`src/rtl/audio_ring_dma.sv`:
```
module audio_ring_dma #(
  parameter int AW    = 32,
  parameter int LW    = 16,
  parameter int DEPTH = 16,
  parameter int WM    = 8,
  parameter int BEATS = 4
) (
  input  logic          clk,
  input  logic          rst_n,
  input  logic          cfg_we,
  input  logic [2:0]    cfg_addr,
  input  logic [31:0]   cfg_wdata,
  output logic [31:0]   cfg_rdata,
  output logic          mem_req,
  output logic [AW-1:0] mem_addr,
  input  logic          mem_gnt,
  input  logic          mem_rvalid,
  input  logic [31:0]   mem_rdata,
  input  logic          mem_rerr,
  input  logic          smp_pop,
  output logic [31:0]   smp_data,
  output logic          smp_empty,
  output logic          irq
);
  localparam int PW = $clog2(DEPTH);
  localparam int CW = PW + 1;
  localparam int BW = $clog2(BEATS);

  logic          run, halt, busy, drop;
  logic [AW-1:0] base, cur;
  logic [LW-1:0] blen, plen, wofs, pcnt;
  logic [2:0]    ien, stat, clr, set;
  logic [BW-1:0] beat;
  logic [31:0]   fifo [DEPTH];
  logic [PW-1:0] wp, rp;
  logic [CW-1:0] cnt;

  wire wr_ctl  = cfg_we && cfg_addr == 3'd0;
  wire stop    = wr_ctl && !cfg_wdata[0];
  wire grant   = mem_req && mem_gnt;
  wire live    = mem_rvalid && busy && !drop;
  wire take    = live && !mem_rerr;
  wire berr    = live && mem_rerr;
  wire pop     = smp_pop && cnt != '0;
  wire xrun    = smp_pop && cnt == '0 && run;
  wire per_hit = take && pcnt == plen;

  assign cur       = base + AW'({wofs, 2'b00});
  assign mem_addr  = cur;
  assign mem_req   = run && !halt && !busy && cnt <= CW'(WM);
  assign smp_empty = cnt == '0;
  assign smp_data  = fifo[rp];
  assign irq       = |(stat & ien);
  assign clr       = (cfg_we && cfg_addr == 3'd6) ? cfg_wdata[2:0] : 3'b000;
  assign set       = {berr, xrun, per_hit};

  always_comb begin
    case (cfg_addr)
      3'd0:    cfg_rdata = {31'b0, run};
      3'd1:    cfg_rdata = 32'(base);
      3'd2:    cfg_rdata = 32'(blen);
      3'd3:    cfg_rdata = 32'(plen);
      3'd4:    cfg_rdata = 32'(cur);
      3'd5:    cfg_rdata = {29'b0, ien};
      3'd6:    cfg_rdata = {29'b0, stat};
      default: cfg_rdata = '0;
    endcase
  end

  always_ff @(posedge clk) begin
    if (!rst_n) begin
      run <= 1'b0; base <= '0; blen <= '0; plen <= '0; ien <= '0; stat <= '0;
    end else begin
      if (cfg_we) begin
        case (cfg_addr)
          3'd0: run  <= cfg_wdata[0];
          3'd1: base <= {cfg_wdata[AW-1:2], 2'b00};
          3'd2: blen <= cfg_wdata[LW-1:0];
          3'd3: plen <= cfg_wdata[LW-1:0];
          3'd5: ien  <= cfg_wdata[2:0];
          default: ;
        endcase
      end
      stat <= (stat & ~clr) | set;
    end
  end

  always_ff @(posedge clk) begin
    if (!rst_n) begin
      busy <= 1'b0; drop <= 1'b0; halt <= 1'b0; beat <= '0;
      wofs <= '0; pcnt <= '0;
    end else begin
      if (grant) begin
        busy <= 1'b1; beat <= '0; drop <= 1'b0;
      end else if (mem_rvalid && busy) begin
        beat <= beat + 1'b1;
        if (beat == BW'(BEATS - 1)) busy <= 1'b0;
      end
      if (berr) begin
        halt <= 1'b1; drop <= 1'b1;
      end
      if (stop) begin
        halt <= 1'b0;
        if (busy || grant) drop <= 1'b1;
        wofs <= '0; pcnt <= '0;
      end else if (take) begin
        wofs <= (wofs == blen) ? '0 : wofs + 1'b1;
        pcnt <= per_hit ? '0 : pcnt + 1'b1;
      end
    end
  end

  always_ff @(posedge clk) begin
    if (take) fifo[wp] <= mem_rdata;
  end

  always_ff @(posedge clk) begin
    if (!rst_n || stop) begin
      wp <= '0; rp <= '0; cnt <= '0;
    end else begin
      wp  <= wp + PW'(take);
      rp  <= rp + PW'(pop);
      cnt <= cnt + CW'(take) - CW'(pop);
    end
  end
endmodule


```
`config.mk`:
```
export PLATFORM = sky130hd
export DESIGN_NAME = audio_ring_dma
export DESIGN_NICKNAME = d
export VERILOG_FILES = /design/src/rtl/audio_ring_dma.sv
export SDC_FILE = /design/constraint.sdc
export NUM_CORES = 1
export LEC_CHECK = 0
export BUFFER_PORTS_ARGS = -buffer_cell sky130_fd_sc_hd__clkbuf_2
export CAP_MARGIN = 25
export CELL_PAD_IN_SITES_DETAIL_PLACEMENT = 0
export CELL_PAD_IN_SITES_GLOBAL_PLACEMENT = 2
export CORE_MARGIN = 4
export CORE_UTILIZATION = 48
export DETAILED_ROUTE_END_ITERATION = 8
export PLACE_DENSITY = 0.83
export SLEW_MARGIN = 15
export SYNTH_ARGS = -nofsm -noshare
export SYNTH_HDL_FRONTEND = slang
export SYNTH_SLANG_ARGS = --single-unit
```
`constraint.sdc`:
```
create_clock -name clk -period 7.3 [get_ports clk]
set_input_delay 0.365 -clock clk [delete_from_list [all_inputs] [get_ports clk]]
set_output_delay 0.365 -clock clk [all_outputs]
set_load 0.01 [all_outputs]
```
==> results of run 1 <==
flip-flops by register name, summed over array words and instances, names as in the netlist:
| register | flops |
|---|---|
| beat | 2 |
| halt | 1 |
| wp | 4 |
| base | 30 |
| drop | 1 |
| wofs | 16 |
| plen | 16 |
| ien | 3 |
| run | 1 |
| busy | 1 |
| stat | 3 |
| cnt | 5 |
| pcnt | 16 |
| blen | 16 |
| fifo | 512 |
| rp | 4 |
path summary, 6_finish.rpt:
path                                            from                     to  slack, ns  depth (start not counted)
worst min-delay path                   cfg_wdata[11]  base[11]$_SDFFE_PN0P_       0.05                          3
worst min register to register     halt$_SDFFE_PP0P_      halt$_SDFFE_PP0P_       0.48                          2
worst max-delay path            wofs[0]$_SDFFE_PP0P_          cfg_rdata[20]       3.26                         11
worst max register to register     busy$_SDFFE_PN0P_   fifo[7][6]$_DFFE_PP_       4.08                          6
layout make-up:
type	instances	share of cell area [%]
sequential	631	58.6
multi-input combinational	890	27.3
clock buffer	90	6.03
timing repair buffer	217	4.17
tap	696	2.87
clock inverter	29	0.784
inverter	21	0.260
antenna	1	0.00825
cells by family (layout without fill, tap and decap cells):
group / count (synthesis) / in the layout / synth area share, %
xor+xnor: 91 / 91 / 3.03
buf+inv: 105 / 357 / 1.64
simple gates: 385 / 385 / 6.66
compound gates: 201 / 201 / 5.19
other cells: 1 / 3 / 0.0142
flops: 631 / 631 / 67.4
fa+ha+maj: 33 / 33 / 1.62
mux: 178 / 178 / 14.4
critical path: cells and delay by family (launching register included):
family	cells	cell delay, ns
flops	1	0.44
buf+inv	2	0.19
compound gates	5	1.31
fa+ha+maj	2	0.61
simple gates	2	0.53
power by group through the flow:
stage               clock, mW  combinational, mW  sequential [mW]
floorplan                   0              0.912             4.00
global route             3.40               1.25             4.02
detailed placement          0               1.16             4.09
CTS                      3.26               1.17             4.01
finish                   3.18               1.14             4.00
global placement            0               1.14             4.08
layout by cell type (no fill, tap or decap), types with 7 or more instances in the layout:
cell type / Yosys / layout
clkinv_1: 0 / 14
clkbuf_16: 0 / 70
clkbuf_2: 0 / 170
nand3_1: 24 / 24
nand4_1: 11 / 11
ha_1: 31 / 31
a21oi_1: 38 / 38
mux2_2: 14 / 14
nand2b_1: 8 / 8
or3_1: 11 / 11
and2_1: 10 / 10
dlygate4sd3_1: 0 / 19
dfxtp_1: 119 / 115
and3_1: 14 / 14
a21boi_0: 66 / 66
xor2_1: 49 / 49
nor2b_1: 14 / 14
nand2_1: 190 / 190
clkbuf_1: 54 / 20
o21ai_0: 30 / 30
nor2_4: 0 / 12
nor2_1: 69 / 57
edfxtp_1: 512 / 512
xnor2_1: 42 / 42
a22oi_1: 15 / 15
inv_1: 20 / 20
buf_4: 5 / 27
mux4_2: 160 / 160
a21o_1: 7 / 7
metrics by stage:
stage | cells | setup WS, ns
2_1_floorplan | 1626 | 3.12
3_3_place_gp | 2435 | 3.96
3_5_place_dp | 2436 | 3.87
4_1_cts | 2574 | 3.24
5_1_grt | 2575 | 2.92
6_report | 2575 | 3.26
routing by layer:
layer	global-route usage [%]	share of wire, %	vias up
met5	0	0.023	-
met4	5.62	2.4	4
met3	3.70	5.6	95
met2	36.0	50	481
met1	29.1	42	7518
li1	-	-	6705
repair_timing:
| action | CTS | global route |
|---|---|---|
| hold buffers | 19 | 0 |
| endpoints found under the setup margin | 0 | 0 |
| endpoints found under the hold margin | 21 | 0 |
| gates resized for setup | 0 | 0 |
==> reports/metrics.cfg, run 1 <==
[placement]
place.gp.congestion=0.853
portBuffers=170
hpwl_um=36800
place_area_um2=28100

[power_and_ir_drop]
irDropWorstVdd_mv=0.195
cellLeakagePower_nw=10.2
p_comb_share_pct=13.7
p_int_mw=6.35
seqPwrFrac_pct=48.1
power_density_nw_per_um2=275
clockPowerShare_pct=38.2
power_mw=8.33
switching_share_pct=23.7
switchingPower_mw=1.98

[worst_setup_path]
worstPathRequired_ns=6.93
critPathMaxFanout=6
cpMostUsedCell=a21oi_1
cpMaxStageDelayCell=dfxtp_1
cp-start-kind=register
cpPeakStageDelay_ns=0.44
cp_cell_sequence=ha_1, inv_1, fa_1, nand2b_1, a21oi_1, o21ai_0, o21ai_2, a21oi_1, or2_2, a221o_1, clkbuf_2
critPathKind=register to output port
cp-end-kind=output port
critPathArrivalTime_ns=3.68

[synth]
yosys_register_bits=631
synthDominantCellAreaShare_pct=58.4
async_flop_share_pct=0
synth_ff_type=edfxtp_1
synth_area_leaders=edfxtp_1 58%, mux4_2 14%, dfxtp_1 9.0%
yosysMostFrequentCell=edfxtp_1
synth_commonest_cells=512 x edfxtp_1, 190 x nand2_1, 160 x mux4_2
syn_area_um2=26300
ys_seq_area_share_pct=67.4
synth_cells=1625
ys_types=65
yosysTopAreaCell=edfxtp_1
syn_avg_cell_area_um2=16.2
synth-edff-count=512
synth_warnings=0

[detailed_routing]
ant_nets=0
drt_iter0_drc=1147
post_drt_wl_per_cell_um=24.2
via_per_inst=5.75
drc=0
num_vias=14800
drt-total-wl_um=62200
drt_first_pass_iters=5

[floorplanning]
die_x_um=242
start_util_pct=48.8
coreArea_um2=54000
ios=173
dieArea_um2=58700
num_rows=85
die_height_um=242

[finish]
seq_area_um2=17800
finalInstanceArea_um2=30300
fill_cells=4242
fin_util_pct=56.1
finalNetCount=1936
layout-drive-gt1-share_pct=25.9
syn2layout_area_growth_pct=15.1
multi_input_area_um2=8270

[clock_network]
cts.sinks=631
cts_max_level=3
cts_made_buffers=68
cts.clk_slew.worst_paths_ns=0.05
cts_tree=built
clock_latency_ns=0.61
cts.path.max_buffers=3
cts_root_buf=clkbuf_16
post-cts-setup-buffers=0

[sta]
finalCritPeriodShare_pct=55.4
maxSlewHeadroom_pct=35.2
final_hold_viol_count=0
setup_viol=0
drv_slew=0
skew_ns=0.0239
layout_min_cycle_time_ns=4.04
achievable-frequency_ghz=0.247
fin_tns_setup_ns=0
holdWs_ns=0.0456
rsz0062_at_grt=false
tightest_slew_ns=0.971

[run_status]
status=completed

[global_routing]
grtUsageTotal_pct=21.3
grt_antenna_before_repair=3
grt_pass1_wl_um=95600
grt_remaining_overflow=0
grt_max_degree=97
grt_pass1_vias=15300

[worst_hold_path]
hp-class=primary input to register

[flow_run]
drv_cap=0

No activity file was read; power rests on OpenSTA's default activity.
==> inputs of run 2 (changes only) <==
--- a/config.mk
+++ b/config.mk
@@ -10,9 +10,9 @@
 export CELL_PAD_IN_SITES_DETAIL_PLACEMENT = 0
 export CELL_PAD_IN_SITES_GLOBAL_PLACEMENT = 2
 export CORE_MARGIN = 4
-export CORE_UTILIZATION = 48
+export CORE_UTILIZATION = 45
 export DETAILED_ROUTE_END_ITERATION = 8
-export PLACE_DENSITY = 0.83
+export PLACE_DENSITY = 0.78
 export SLEW_MARGIN = 15
 export SYNTH_ARGS = -nofsm -noshare
 export SYNTH_HDL_FRONTEND = slang
==> constraint.sdc (replaced) <==
create_clock -name clk -period 3.9 [get_ports clk]
set_input_delay 0.195 -clock clk [delete_from_list [all_inputs] [get_ports clk]]
set_output_delay 0.195 -clock clk [all_outputs]
set_load 0.01 [all_outputs]
==> run 2 against run 1 <==
Effect of this change:
- first-iteration DRC count down 12%
- via count increased by 2.0%
- final cell count rose by 5.2%
- sequential share of layout area is 1.8 points lower
==> reports/metrics.cfg, run 2 (synthesized netlist as in run 1, its figures left out) <==
[global_routing]
grt_remaining_overflow=0  ; unchanged
grt_max_degree=73  ; -25%
grt_antenna_before_repair=3  ; unchanged
grtUsageTotal_pct=20.6  ; -0.76 points
grt_pass1_wl_um=98100  ; +2.6%
grt_pass1_vias=15600  ; +2.0%

[clock_network]
cts_made_buffers=69  ; +1.5%
clock_latency_ns=0.61  ; about the same
cts.clk_slew.worst_paths_ns=0.06  ; about the same
cts.sinks=631  ; unchanged
cts_root_buf=clkbuf_16
cts.path.max_buffers=3  ; unchanged
cts_max_level=3  ; unchanged
cts_tree=built

[finish]
layout_common_cells=512 x edfxtp_1, 190 x nand2_1, 170 x clkbuf_2
final_common_cell=edfxtp_1
layout-drive-gt1-share_pct=26.6  ; +0.68 points
largest_reg_flops=512  ; unchanged
top_register=fifo
seq_area_um2=17800  ; about the same
insertedDiodeCount=0  ; -1
syn2layout_area_growth_pct=18.8
multi_input_area_um2=8290  ; +0.27%
largestRegisters=fifo (512), base (30)
fill_cells=4634  ; +9.2%
finalNetCount=1994  ; +3.0%

[worst_setup_path]
rr_worst_depth=6  ; unchanged
crit_family=compound AO/OA/AOI/OAI gates
worstPathRequired_ns=3.70  ; -3.23 ns
worstPathBufferInverterCount=2  ; unchanged
cpMaxStageDelayCell=fa_1
cp-start-kind=register
critPathMaxFanout=6  ; unchanged
critPathArrivalTime_ns=3.41  ; -0.27 ns
cp-end-kind=output port
critPathKind=register to output port
cpPeakStageDelay_ns=0.40  ; -0.04 ns
cp_cell_sequence=ha_1, inv_1, fa_1, nand2b_1, a21oi_2, o21ai_0, o21ai_2, a21oi_1, or2_2, a221o_1, clkbuf_2
crit_cells=11  ; unchanged

[floorplanning]
die_x_um=250  ; +3.2%
num_rows=88  ; +3.5%
ios=173  ; unchanged
start_util_pct=45.6  ; -3.2 points
dieArea_um2=62500  ; +6.4%
coreArea_um2=57800  ; +7.0%
die_height_um=250  ; +3.2%

[sta]
rsz0062_at_grt=false
setup_viol=0  ; unchanged
drv_slew=0  ; unchanged
tightest_slew_ns=0.891  ; -0.0800 ns
final_hold_viol_count=0  ; unchanged
skew_ns=0.0185  ; -0.00537 ns
finalCritPeriodShare_pct=92.5
achievable-frequency_ghz=0.277
maxSlewHeadroom_pct=40.6  ; +5.3 points
layout_min_cycle_time_ns=3.61
fin_tns_setup_ns=0  ; unchanged

[detailed_routing]
drt_iter0_drc=1013  ; -12%
post_drt_wl_per_cell_um=23.6  ; -2.3%
via_per_inst=5.58  ; -3.0%
num_vias=15100  ; +2.0%
drt-total-wl_um=63900  ; +2.7%
drc=0  ; unchanged
drt_first_pass_iters=4  ; -1
ant_nets=0  ; unchanged

[placement]
hpwl_um=39300  ; +6.8%
portBuffers=170  ; unchanged
place.gp.congestion=0.851  ; -0.16%

[power_and_ir_drop]
power_density_nw_per_um2=519  ; +89%
cellLeakagePower_nw=10.5  ; +3.8%
irDropWorstVdd_mv=0.308  ; +57%
power_mw=16.2  ; +95%

[worst_hold_path]
min_path_cells=1  ; -2
hp-class=primary input to register

[run_status]
status=completed

[flow_run]
drv_cap=0  ; unchanged

-- run 2: cell count changes in the layout (fill, tap and decap cells not counted), moves of 2 or more --
cell,before,now
dlygate4sd3_1,19,62
buf_12,1,11
clkbuf_8,0,6
clkbuf_1,20,15
buf_4,27,31
bufinv_16,1,5
clkinv_2,6,10
nor3_2,4,1
nor3_4,0,3
inv_16,2,0
-- run 2: power breakdown --
group	total (mW)	leakage, nW	internal (mW)	switching (mW)
registers	7.45	5.57	7.32	0.127
logic	2.33	3.88	1.27	1.06
clock network	6.45	1.11	3.82	2.64
-- run 2: worst paths after layout --
| check | from | endpoint | slack (ns) |
|---|---|---|---|
| setup / recovery | wofs[0]$_SDFFE_PP0P_ | cfg_rdata[20] | 0.29 |
| hold / removal | mem_rdata[2] | fifo[15][2]$_DFFE_PP_ | 0.02 |
| setup reg to reg | busy$_SDFFE_PN0P_ | fifo[6][25]$_DFFE_PP_ | 1.01 |
| hold reg to reg | halt$_SDFFE_PP0P_ | halt$_SDFFE_PP0P_ | 0.48 |
-- run 2: metrics by stage --
step	setup WS, ns	utilization (%)	cell area [µm²]	cells	hold slack (ns)
after floorplan	0.117	-	26400	1626	0.294
after global placement	0.662	49.1	28400	2515	0.434
after detailed placement	0.611	49.1	28400	2516	0.439
after CTS	0.0782	54.1	31300	2708	0.000837
after global routing	0.0663	54.1	31300	2708	0.0310
final	0.291	54.1	31300	2708	0.0232
-- run 2: layer usage --
metal	GRT usage, %	vias up	part of all wire, %
met5	0	-	0.034
met4	5.55	6	2.5
met3	3.77	112	5.2
met2	35.0	425	51
met1	27.6	7723	42
li1	-	6833	-
-- run 2: worst reg2reg max path, delay by kind of cell, from the launching register on --
family	cells	cell delay [ns]
buf+inv	2	0.51
simple gates	4	1.65
flops	1	0.40
-- run 2: timing repair --
action                     CTS  global route
hold endpoints to repair   434             0
hold buffers                62             0
gates resized for setup      0             2
buffers inserted             3             0
setup endpoints to repair    7             5
pin swaps                    2             0
-- run 2: cell type report --
| cell class | instances | share of cell area, % |
|---|---|---|
| clock inverters | 35 | 1.17 |
| flip-flops and latches | 631 | 56.8 |
| inverters | 21 | 0.252 |
| clock buffers | 92 | 6.12 |
| repair buffers | 274 | 6.15 |
| well taps | 765 | 3.06 |
| multi-input cells | 890 | 26.5 |
==> inputs of run 3 (changes only) <==
--- a/config.mk
+++ b/config.mk
@@ -5,14 +5,15 @@
 export SDC_FILE = /design/constraint.sdc
 export NUM_CORES = 1
 export LEC_CHECK = 0
+export ABC_AREA = 1
 export BUFFER_PORTS_ARGS = -buffer_cell sky130_fd_sc_hd__clkbuf_2
 export CAP_MARGIN = 25
 export CELL_PAD_IN_SITES_DETAIL_PLACEMENT = 0
 export CELL_PAD_IN_SITES_GLOBAL_PLACEMENT = 2
 export CORE_MARGIN = 4
-export CORE_UTILIZATION = 45
+export CORE_UTILIZATION = 41
 export DETAILED_ROUTE_END_ITERATION = 8
-export PLACE_DENSITY = 0.78
+export PLACE_DENSITY = 0.79
 export SLEW_MARGIN = 15
 export SYNTH_ARGS = -nofsm -noshare
 export SYNTH_HDL_FRONTEND = slang
==> run 3 against run 2 <==
Effect of this change:
- clock power is 6.7% higher
- sequential cell count stayed put
- combinational power is 44% higher
- setup slack better by 0.34 ns
- critical endpoint is now cfg_rdata[14]
- largest cell class unchanged
- largest power group unchanged
==> reports/metrics.cfg, run 3 <==
[run_status]
status=completed

[global_routing]
grt_pass1_wl_um=117000  ; +19%
grt_remaining_overflow=0  ; unchanged
grt_max_degree=101  ; +38%
grtUsageTotal_pct=20.5  ; -0.087 points
grt_pass1_vias=19600  ; +25%
grt_antenna_before_repair=3  ; unchanged

[placement]
post-place-ws_ns=1.02  ; +0.407 ns
hpwl_um=50500  ; +29%
portBuffers=170  ; unchanged
place.gp.congestion=0.827  ; -2.8%

[power_and_ir_drop]
switching_share_pct=27.9  ; +4.3 points
p_int_mw=12.8  ; +2.9%
clockPowerShare_pct=38.9  ; -0.9 points
seqPwrFrac_pct=42.1  ; -3.8 points
irDropWorstVdd_mv=0.257  ; -16%
power_density_nw_per_um2=538  ; +3.7%
cellLeakagePower_nw=12.4  ; +18%
p_comb_share_pct=19.0  ; +4.6 points
switchingPower_mw=4.94  ; +29%

[worst_setup_path]
critPathKind=register to output port
cp-end-kind=output port
critPathLaunch=wofs[0]$_SDFFE_PP0P_
cp_cell_sequence=ha_1, inv_1, fa_1, inv_1, nand3_1, nand2_1, nand3_1, nand3_1, xor2_1, nand2_1, nand2_1, clkbuf_2
r2r_start=busy$_SDFFE_PN0P_
cpPeakStageDelay_ns=0.48  ; +0.08 ns
worstPathRequired_ns=3.70  ; about the same
rr_worst_depth=7  ; +1
cp-start-kind=register
crit_end=cfg_rdata[14]
critPathArrivalTime_ns=3.07  ; -0.34 ns
r2r-end=fifo[7][7]$_DFFE_PP_
reg2reg_slack_ns=1.14  ; +0.13 ns
cpMaxStageDelayCell=dfxtp_1
critPathMaxFanout=7  ; +1

[synth]
yosys_register_bits=631  ; unchanged
synth_area_leaders=edfxtp_1 55%, dfxtp_1 8.5%, nand2_1 4.8%
yosysMostFrequentCell=edfxtp_1
synth_cells=2593  ; +60%
synthDominantCellAreaShare_pct=54.6  ; -3.8 points
synth-edff-count=512  ; unchanged
ys_types=46  ; -29%
synth_warnings=0  ; unchanged
syn_area_um2=28200  ; +6.9%
syn_avg_cell_area_um2=10.9  ; -33%
async_flop_share_pct=0  ; unchanged
ys_seq_area_share_pct=63.1  ; -4.4 points
synth_ff_type=edfxtp_1
synth_commonest_cells=512 x edfxtp_1, 358 x nand2_1, 287 x inv_1
yosysTopAreaCell=edfxtp_1

[sta]
finalCritPeriodShare_pct=83.7  ; -8.8 points
maxSlewHeadroom_pct=44.5  ; +3.9 points
skew_ns=0.0133  ; -0.00528 ns
fin_tns_setup_ns=0  ; unchanged
final_hold_viol_count=0  ; unchanged
fin_ws_ns=0.634  ; +0.343 ns
rsz0062_at_grt=false
drv_slew=0  ; unchanged
setup_viol=0  ; unchanged
layout_min_cycle_time_ns=3.27  ; -0.343 ns
tightest_slew_ns=0.833  ; -0.0582 ns
achievable-frequency_ghz=0.306  ; +11%

[finish]
final_common_cell=edfxtp_1
fill_cells=6133  ; +32%
largestRegisters=fifo (512), base (30)
largest_reg_flops=512  ; unchanged
layout-drive-gt1-share_pct=12.8  ; -14 points
syn2layout_area_growth_pct=16.9
top_register=fifo
finalNetCount=2900  ; +45%
fin_util_pct=48.7  ; -5.5 points
layout_common_cells=512 x edfxtp_1, 358 x nand2_1, 287 x inv_1

[floorplanning]
die_height_um=270  ; +8.1%
ios=173  ; unchanged
dieArea_um2=72900  ; +17%
die_x_um=270  ; +8.1%
start_util_pct=41.6  ; -3.9 points
coreArea_um2=67600  ; +17%
num_rows=95  ; +8.0%

[detailed_routing]
drt_iter0_drc=1243  ; +23%
via_per_inst=5.23  ; -6.2%
post_drt_wl_per_cell_um=20.4  ; -14%
drt_first_pass_iters=5  ; +1
num_vias=19500  ; +29%
drt-total-wl_um=75900  ; +19%
ant_nets=0  ; unchanged
drc=0  ; unchanged

[flow_run]
drv_cap=0  ; unchanged

[clock_network]
clock_latency_ns=0.60  ; about the same
cts.sinks=631  ; unchanged
cts_tree=built
cts.clk_slew.worst_paths_ns=0.06  ; about the same
cts.path.max_buffers=3  ; unchanged
cts_max_level=3  ; unchanged
post-cts-setup-buffers=0  ; -3
cts_made_buffers=71  ; +2.9%
cts_root_buf=clkbuf_16

[worst_hold_path]
hp-class=primary input to register
min_path_cells=3  ; +2

## run 3: cell count changes after synthesis, sizes merged, moves of 122 or more
cell / delta
o211ai: +122
nor2: +125
o21ai: +206
nand2: +171
mux4: -160
a21oi: +170
mux2i: +124
inv: +271
## run 3: layout make-up
type | count | area [µm²] | area share (%)
inverters | 293 | 1100 | 3.35
clock inverters | 40 | 507 | 1.54
repair buffers | 249 | 1700 | 5.17
clock buffers | 92 | 1910 | 5.79
well taps | 873 | 1090 | 3.32
multi-input cells | 1547 | 8840 | 26.8
diodes | 3 | 7.51 | 0.0228
flip-flops and latches | 631 | 17800 | 54.0
## run 3: cell families (layout without fill, tap and decap cells)
group	after synthesis	count (layout)	synth area share [%]
simple gates	731	731	11.1
flops	631	631	63.1
compound gates	602	602	12.1
buf+inv	416	674	6.02
mux	128	128	4.55
xor+xnor	51	51	1.59
fa+ha+maj	33	33	1.52
other cells	1	5	0.0133
## run 3: worst min path at each step
stage,slack (ns),to,start
final,0.03,ien[1]$_SDFFE_PN0P_,cfg_addr[2]
after global placement,0.42,base[19]$_SDFFE_PN0P_,cfg_wdata[19]
after global routing,0.05,fifo[6][0]$_DFFE_PP_,mem_rdata[0]
after detailed placement,0.43,base[17]$_SDFFE_PN0P_,cfg_wdata[17]
after floorplan,0.29,fifo[0][0]$_DFFE_PP_,mem_rdata[0]
after CTS,0.003,ien[1]$_SDFFE_PN0P_,cfg_addr[2]
## run 3: power groups by stage
stage	clock network, mW	registers [mW]	logic, mW
6_report	6.88	7.46	3.36
3_5_place_dp	0	7.60	3.38
4_1_cts	7.07	7.46	3.42
2_1_floorplan	0	7.50	2.40
5_1_grt	7.35	7.47	3.75
3_3_place_gp	0	7.60	3.34
## run 3: per-stage QoR
| stage | cells | hold WS (ns) | power (mW) | cell area (µm²) |
|---|---|---|---|---|
| 2_1_floorplan | 2594 | 0.294 | 9.90 | 28200 |
| 3_3_place_gp | 3553 | 0.422 | 10.9 | 30100 |
| 3_5_place_dp | 3554 | 0.430 | 11.0 | 30100 |
| 4_1_cts | 3724 | 0.00263 | 18.0 | 32900 |
| 5_1_grt | 3725 | 0.0505 | 18.6 | 32900 |
| 6_report | 3728 | 0.0328 | 17.7 | 32900 |
## run 3: metal layers
layer	up-vias	wire (µm)	track usage (%)
met2	409	37600	35.6
met5	-	0	0
met4	0	1450	5.24
met1	9488	33400	26.8
li1	9500	-	-
met3	92	3500	3.54
## run 3: repair_timing
action / in CTS / in global routing
resized for setup: 0 / 0
hold buffers: 38 / 0
hold endpoints to repair: 71 / 0
## run 3: critical path: cells and delay by family (launching register included)
family                     cells  cell delay, ns
xor gates and xnor gates       1            0.33
DFF                            1            0.48
and+or+nand+nor                6            0.67
adders and majority gates      2            0.69
buffers and inverters          3            0.31
